$ cat src/rtl/lnk_sleep_pkg.sv
package lnk_sleep_pkg;

  typedef enum logic [2:0] {
    ST_IDLE    = 3'd0,
    ST_WAITCPL = 3'd1,
    ST_WAITRDY = 3'd2,
    ST_DONE    = 3'd3
  } seq_state_t;

endpackage

$ cat src/rtl/lnk_port_track.sv
// Per-port progress: acknowledge first, then an L2/L3-ready request.
module lnk_port_track (
  input  logic clk,
  input  logic rst,
  input  logic clr,
  input  logic arm,
  input  logic ack_i,
  input  logic l23_i,
  output logic ack_seen_o,
  output logic ready_o
);

  always_ff @(posedge clk) begin
    if (rst || clr) begin
      ack_seen_o <= 1'b0;
      ready_o    <= 1'b0;
    end else if (arm) begin
      if (ack_i) ack_seen_o <= 1'b1;
      // the request only counts when the ack was recorded in an earlier cycle
      if (l23_i && ack_seen_o) ready_o <= 1'b1;
    end
  end

endmodule

$ cat src/rtl/lnk_seq_fsm.sv
// Sequence control: start edge, wait for completion, strobe, wait for all ready.
module lnk_seq_fsm
  import lnk_sleep_pkg::*;
(
  input  logic clk,
  input  logic rst,
  input  logic req,
  input  logic cpl_done,
  input  logic all_ready,
  output logic start_o,
  output logic arm_o,
  output logic send_o,
  output logic busy_o,
  output logic proceed_o
);

  seq_state_t state, state_nx;
  logic       req_q;

  assign start_o = (state == ST_IDLE) && req && !req_q;
  assign arm_o   = (state == ST_WAITRDY);

  always_comb begin
    state_nx = state;
    case (state)
      ST_IDLE:    if (start_o)   state_nx = ST_WAITCPL;
      ST_WAITCPL: if (cpl_done)  state_nx = ST_WAITRDY;
      ST_WAITRDY: if (all_ready) state_nx = ST_DONE;
      ST_DONE:    if (!req)      state_nx = ST_IDLE;
      default:                   state_nx = ST_IDLE;
    endcase
  end

  always_ff @(posedge clk) begin
    if (rst) begin
      state     <= ST_IDLE;
      req_q     <= 1'b0;
      send_o    <= 1'b0;
      busy_o    <= 1'b0;
      proceed_o <= 1'b0;
    end else begin
      state     <= state_nx;
      req_q     <= req;
      send_o    <= (state == ST_WAITCPL) && cpl_done;
      busy_o    <= (state_nx != ST_IDLE);
      proceed_o <= (state_nx == ST_DONE);
    end
  end

endmodule

$ cat src/rtl/lnk_sleep_seq.sv
module lnk_sleep_seq #(
  parameter int NUM_PORTS = 2
) (
  input  logic                 clk,
  input  logic                 rst,
  input  logic                 sleep_req,
  input  logic                 cpl_done,
  input  logic [NUM_PORTS-1:0] port_ack,
  input  logic [NUM_PORTS-1:0] port_l23,
  output logic [NUM_PORTS-1:0] turnoff_send,
  output logic                 busy,
  output logic                 proceed
);

  logic                 seq_start;
  logic                 seq_arm;
  logic                 send_one;
  logic [NUM_PORTS-1:0] ack_vec;
  logic [NUM_PORTS-1:0] ready_vec;

  lnk_seq_fsm u_fsm (
    .clk       (clk),
    .rst       (rst),
    .req       (sleep_req),
    .cpl_done  (cpl_done),
    .all_ready (&ready_vec),
    .start_o   (seq_start),
    .arm_o     (seq_arm),
    .send_o    (send_one),
    .busy_o    (busy),
    .proceed_o (proceed)
  );

  for (genvar gi = 0; gi < NUM_PORTS; gi++) begin : g_port
    lnk_port_track u_trk (
      .clk        (clk),
      .rst        (rst),
      .clr        (seq_start),
      .arm        (seq_arm),
      .ack_i      (port_ack[gi]),
      .l23_i      (port_l23[gi]),
      .ack_seen_o (ack_vec[gi]),
      .ready_o    (ready_vec[gi])
    );
    assign turnoff_send[gi] = send_one;
  end

endmodule

$ cat config.mk
export PLATFORM = sky130hd
export DESIGN_NAME = lnk_sleep_seq
export DESIGN_NICKNAME = d
export VERILOG_FILES = /design/src/rtl/lnk_sleep_pkg.sv /design/src/rtl/lnk_port_track.sv /design/src/rtl/lnk_seq_fsm.sv /design/src/rtl/lnk_sleep_seq.sv
export SDC_FILE = /design/constraint.sdc
export NUM_CORES = 1
export LEC_CHECK = 0
export BUFFER_PORTS_ARGS = -buffer_cell sky130_fd_sc_hd__buf_2
export CORE_AREA = 2 2 39 41
export CTS_CLUSTER_SIZE = 40
export DETAILED_ROUTE_END_ITERATION = 8
export DIE_AREA = 0 0 41 43
export HOLD_SLACK_MARGIN = 0.15
export PLACE_DENSITY = 0.51
export SYNTH_ARGS = -nofsm -noshare
export SYNTH_HDL_FRONTEND = slang
export SYNTH_SLANG_ARGS = --single-unit
$ cat constraint.sdc
create_clock -name clk -period 2.2 [get_ports clk]
set_clock_uncertainty 0.15 [all_clocks]
set_input_delay 0.44 -clock clk [delete_from_list [all_inputs] [get_ports clk]]
set_output_delay 0.44 -clock clk [all_outputs]
set_load 0.05 [all_outputs]
==> metrics, run 1 <==
post-synthesis instance area 439 µm²; wire length per cell after detailed routing 10.1 µm; Die Outline Area 1760 µm²; aggregate routed wire length 734 µm; Port Buffer Count 11; power per cell area 709 nW/µm²; number of resized instances in the post-cts repair step 0; MaxCap Viol Count 0; gp weighted congestion 0.752; height of the die 43 µm; clock latency reported for the late side of the worst-skew pair approximately 0.27 ns; clock root buffer master sky130_fd_sc_hd__clkbuf_4; number of clock buffers inserted by TritonCTS 3; largest net degree at the start of global routing 10; RSZ-0062 raised after global routing no; clock tree from TritonCTS done; number of hold violations in the final report 0; core region area 1380 µm²; prevailing post-synth register cell sky130_fd_sc_hd__dfxtp_1; arrival time at the worst endpoint 0.84 ns; Setup TNS 0 ns; maximum ir drop on the vdd rail 0.000435 V; path type of the worst setup path reg -> out; buffer count from post-CTS setup fixing 0; die width 41 µm; final-report max-slew violation count 0; Net Count, Synth 53; WP buf/inv 1; total global-route track usage 10.9%; area taken by flip-flops and latches 220 µm²; distinct cell type count after synthesis 20; count of fill cells added during filler insertion between 100 and 150; Diodes inserted 0; static power due to leakage 0.243 nW; Largest stage delay, worst path 0.32 ns; starting density of the core between 30% and 40%; DRC violations left 0; total overflow reported by the global router 0; row count 14; Worst Hold Margin 0.229 ns; number of top-level design ports 12; maximum buffer depth of the clock tree 2; post-cts hold buffer count 0; top-area cell type share of the netlist area between 50 and 60%; Multi-input gate area 185 µm²; Setup-failing EPs final 0; share of layout cells above drive strength 1 29.8%; library cell occupying the most area in the post-synthesis netlist sky130_fd_sc_hd__dfxtp_1; critical-path cell list buf_2; H-Tree Level Count 1; upper clock frequency limit 0.697 GHz; area growth from synthesis to layout 17.1%; post-synthesis sequential element count 11; via count of the first global-routing pass 307; ranking of synthesized cells by instance count sky130_fd_sc_hd__dfxtp_1 (11), sky130_fd_sc_hd__a21oi_1 (5), sky130_fd_sc_hd__nor2_1 (5); most frequently used cell type in the post-synthesis netlist sky130_fd_sc_hd__dfxtp_1; worst hold path type in -> reg; Detailed Routing Iterations Pass 1 2; via density per instance around 4.7; HPWL after detailed placement 551 µm; fraction of the yosys area taken by sequential cells 50.1%; Max Fanout on Critical Path 2; synth top area cells sky130_fd_sc_hd__dfxtp_1 (50%), sky130_fd_sc_hd__a21oi_1 (5.7%), sky130_fd_sc_hd__nand3b_4 (4.6%); average footprint of a synthesized cell 9.76 µm²; number of cells produced by synthesis 45; result of the run finished clean; via count 340; required time worst endpoint 1.61 ns; Final #Nets between 60 and 70; Iteration-0 DRC Markers 1; minimum clock period 1.43 ns; Post-synth EDFFs 0; share of the clock period used by the worst path after layout 65.2%; ANT nets after route 0; type of destination of the critical path output port; # clock sinks 11; Clock transition at path regs 0.07 ns; Worst path top cell family by delay flip-flops; startpoint type of the worst setup path flip-flop; initial antenna violation count 0; worst-path cell with the longest stage delay sky130_fd_sc_hd__dfxtp_1; async set-or-reset flop fraction in the synthesized netlist 0%; number of warnings issued by yosys 0; global-route wire length before repair 1200 µm
## final cells by class
type                       instances  area share [%]
clock buffer                       4            5.11
multi-input combinational         29            36.0
inverter                           2            1.46
timing repair buffer              11            10.7
sequential                        11            42.8
tap                               16            3.89
## cell families after synthesis
| logic type | Yosys count | share of synthesized area (%) |
|---|---|---|
| and+or+nand+nor | 15 | 22.2 |
| AOI/OAI and AO/OA | 13 | 19.1 |
| DFF | 11 | 50.1 |
| buffers and inverters | 5 | 7.69 |
| other | 1 | 0.854 |
## state kept, by name (all words and copies together) (netlist names)
| signal | count |
|---|---|
| g_port.u_trk.ack_seen_o | 2 |
| g_port.u_trk.ready_o | 2 |
| u_fsm.busy_o | 1 |
| u_fsm.proceed_o | 1 |
| u_fsm.req_q | 1 |
| u_fsm.send_o | 1 |
| u_fsm.state | 3 |
## cells in the final DEF (no fill, tap or decap), drive strengths merged, types with 2 or more instances in the layout
cell type,count
a21oi,5
a31oi,2
buf,11
clkbuf,4
dfxtp,11
inv,2
nor2,5
nor2b,3
nor3b,2
o21ai,3
## per-stage QoR
stage / total power [mW] / util (%) / cells / instance area (µm²) / worst slack (ns)
5_1_grt: 0.389 / 37.2 / 73 / 514 / 0.695
6_report: 0.365 / 37.2 / 73 / 514 / 0.766
3_3_place_gp: 0.235 / 35.3 / 69 / 488 / 0.764
4_1_cts: 0.374 / 37.2 / 73 / 514 / 0.748
2_1_floorplan: 0.225 / - / 45 / 439 / 0.904
3_5_place_dp: 0.234 / 35.3 / 69 / 488 / 0.746
## layer usage
layer	GRT usage (%)	part of all wire, %
met3	9.42	8.9
met2	16.3	46
met5	0	0
met1	10.6	45
met4	4.00	0
## report_power, final
group / total (mW) / switching (mW) / leakage, nW / internal, mW
logic: 0.0243 / 0.0137 / 0.138 / 0.0106
registers: 0.205 / 0.00282 / 0.0894 / 0.203
clock network: 0.135 / 0.0648 / 0.0150 / 0.0701
## path summary, 6_finish.rpt
path,from,endpoint,slack [ns],cells past startpoint
setup / recovery,u_fsm.send_o$_SDFF_PP0_,turnoff_send[1],0.77,1
hold / removal,rst,u_fsm.req_q$_SDFF_PP0_,0.23,2
setup reg to reg,u_fsm.state[0]$_SDFF_PP0_,u_fsm.proceed_o$_SDFF_PP0_,0.83,3
hold reg to reg,g_port[0].u_trk.ack_seen_o$_SDFFE_PP0P_,g_port[0].u_trk.ack_seen_o$_SDFFE_PP0P_,0.32,2
No activity file was read; power rests on OpenSTA's default activity.
==> inputs of run 2 (changes only) <==
--- a/config.mk
+++ b/config.mk
@@ -11,7 +11,7 @@
 export DETAILED_ROUTE_END_ITERATION = 8
 export DIE_AREA = 0 0 41 43
 export HOLD_SLACK_MARGIN = 0.15
-export PLACE_DENSITY = 0.51
+export PLACE_DENSITY = 0.53
 export SYNTH_ARGS = -nofsm -noshare
 export SYNTH_HDL_FRONTEND = slang
 export SYNTH_SLANG_ARGS = --single-unit
==> constraint.sdc (replaced) <==
create_clock -name clk -period 1.3 [get_ports clk]
set_clock_uncertainty 0.15 [all_clocks]
set_input_delay 0.26 -clock clk [delete_from_list [all_inputs] [get_ports clk]]
set_output_delay 0.26 -clock clk [all_outputs]
set_load 0.05 [all_outputs]
==> metrics, run 2 (same netlist as run 1, synthesis figures left out) <==
result of the run finished with violations (was finished clean); failing checks setup timing; via count 392 (was 340); total overflow reported by the global router 0 (unchanged); type of destination of the critical path flip-flop (was output port); Largest stage delay, worst path 0.36 ns (was 0.32 ns); path type of the worst setup path reg -> reg (was reg -> out); number of top-level design ports 12 (unchanged); Iteration-0 DRC Markers 7 (was 1); worst-path cell with the longest stage delay sky130_fd_sc_hd__dfxtp_4 (was sky130_fd_sc_hd__dfxtp_1); clock root buffer master sky130_fd_sc_hd__clkbuf_4 (unchanged); minimum clock period around 1.3 ns; Final #Nets 77 (was 66); # clock sinks 11 (unchanged); initial antenna violation count 0 (unchanged); final-report max-slew violation count 0 (unchanged); final design utilization 46.4% (was 37.2%); RSZ-0062 raised after global routing yes (was no); number of cells in the finished layout apart from fillers 84 (was 73); share of the clock period used by the worst path after layout 100%; MaxCap Viol Count 0 (unchanged); ANT nets after route 0 (unchanged); required time worst endpoint 1.33 ns (was 1.61 ns); static power due to leakage 0.299 nW (was 0.243 nW); critical-path cell list buf_6, nand2_2, a211o_1, a221oi_2 (was buf_2); wire length per cell after detailed routing 10.3 µm (was 10.1 µm); WP buf/inv 1 (unchanged); Max Fanout on Critical Path 4 (was 2); Setup-failing EPs final 1 (was 0); DP Cell Count 71 (was 69); worst hold path type in -> reg (unchanged); maximum ir drop on the vdd rail 0.000631 V (was 0.000435 V); HPWL after detailed placement 581 µm (was 551 µm); Post-Place Setup Slack -0.0148 ns (was 0.746 ns); starting density of the core 31.7% (unchanged); total design power 643 µW (was 365 µW); leading cell types in the layout, fill and taps excluded sky130_fd_sc_hd__dfxtp_1 (10), sky130_fd_sc_hd__buf_2 (9), sky130_fd_sc_hd__dlygate4sd3_1 (6) (was sky130_fd_sc_hd__dfxtp_1 (11), sky130_fd_sc_hd__buf_2 (11), sky130_fd_sc_hd__nor2_1 (5), sky130_fd_sc_hd__a21oi_1 (5)); top flop regs u_fsm.state: 3 flops, g_port.u_trk.ack_seen_o: 2 flops, g_port.u_trk.ready_o: 2 flops (unchanged); total global-route track usage 11.0% (was 10.9%); Die Outline Area 1760 µm² (unchanged); Worst path top cell family by delay compound AO/OA/AOI/OAI gates (was flip-flops); post-place instance area 503 µm² (was 488 µm²); startpoint type of the worst setup path flip-flop (unchanged); via density per instance 4.67 (was 4.66); arrival time at the worst endpoint 1.34 ns (was 0.84 ns); number of clock buffers inserted by TritonCTS 3 (unchanged); H-Tree Level Count 1 (unchanged); maximum buffer depth of the clock tree 2 (unchanged); register-to-register setup slack -0.005 ns (was 0.83 ns); commonest non-fill, non-tap cell in the layout sky130_fd_sc_hd__dfxtp_1; largest register by flop count u_fsm.state (unchanged); Detailed Routing Iterations Pass 1 4 (was 2); power per cell area 1000 nW/µm² (was 709 nW/µm²); share of layout cells above drive strength 1 38.2% (was 29.8%); DRC violations left 0 (unchanged); gp weighted congestion 0.754 (was 0.752); Port Buffer Count 11 (unchanged); number of hold violations in the final report 0 (unchanged); clock latency reported for the late side of the worst-skew pair 0.26 ns (was 0.27 ns); via count of the first global-routing pass 344 (was 307); area growth from synthesis to layout 46.2% (was 17.1%); core region area 1380 µm² (unchanged); number of flip-flops in the largest register 3 (unchanged); Diodes inserted 0 (unchanged); Clock transition at path regs 0.07 ns (about the same); row count 14 (unchanged); upper clock frequency limit 0.766 GHz; global-route wire length before repair 1280 µm (was 1200 µm); Worst Hold Margin 0.172 ns (was 0.229 ns); worst-case setup margin in the final layout -0.00491 ns (was 0.766 ns); Setup TNS -0.00491 ns (was 0 ns); aggregate routed wire length 868 µm (was 734 µm); die width 41 µm (unchanged); post-layout instance area 642 µm² (was 514 µm²); clock tree from TritonCTS done (unchanged); height of the die 43 µm (unchanged); largest net degree at the start of global routing 10 (unchanged)
-- run 2: cell count changes in the layout (fill, tap and decap cells not counted), sizes merged --
cell,previous run,this run
buf,11,14
clkbuf,4,6
dlygate4sd3,0,6
-- run 2: final cells by class --
class / instances / area [µm²]
multi-input combinational: 29 / 203
sequential: 11 / 224
timing repair buffer: 22 / 161
clock buffer: 4 / 26.3
inverter: 2 / 7.51
tap: 16 / 20.0
fill: 140 / 742
-- run 2: worst reg2reg max path, cell delays in order, from the launching register on --
cell and delay [ns]:
sky130_fd_sc_hd__dfxtp_4 0.36, sky130_fd_sc_hd__buf_6 0.10, sky130_fd_sc_hd__nand2_2 0.04, sky130_fd_sc_hd__a211o_1 0.31, sky130_fd_sc_hd__a221oi_2 0.26
-- run 2: report_power, final --
group	internal [mW]	leakage, nW	switching, mW	total [mW]
Clock	0.119	0.0150	0.112	0.231
Combinational	0.0363	0.194	0.0294	0.0656
Sequential	0.341	0.0902	0.00506	0.346
Total	0.496	0.299	0.147	0.643
-- run 2: worst paths after layout --
check / start / to / cells after the start
setup / recovery: u_fsm.state[0]$_SDFF_PP0_ / u_fsm.proceed_o$_SDFF_PP0_ / 4
setup reg to reg: u_fsm.state[0]$_SDFF_PP0_ / u_fsm.proceed_o$_SDFF_PP0_ / 4
hold / removal: cpl_done / u_fsm.send_o$_SDFF_PP0_ / 2
hold reg to reg: g_port[0].u_trk.ack_seen_o$_SDFFE_PP0P_ / g_port[0].u_trk.ack_seen_o$_SDFFE_PP0P_ / 2
-- run 2: routing by layer --
metal / track usage (%) / routed length, µm / vias to the layer above
met5: 0 / 0 / -
met4: 6.00 / 2 / 0
met3: 4.71 / 58 / 2
met2: 16.9 / 442 / 14
met1: 12.1 / 365 / 173
li1: - / - / 203
-- run 2: what timing repair did --
item | 4_1_cts | 5_1_grt
pin swaps | 0 | 3
hold buffers | 6 | 0
resized for setup | 2 | 10
setup endpoints to repair | 1 | 2
hold endpoints to repair | 5 | 0
buffers inserted | 0 | 3
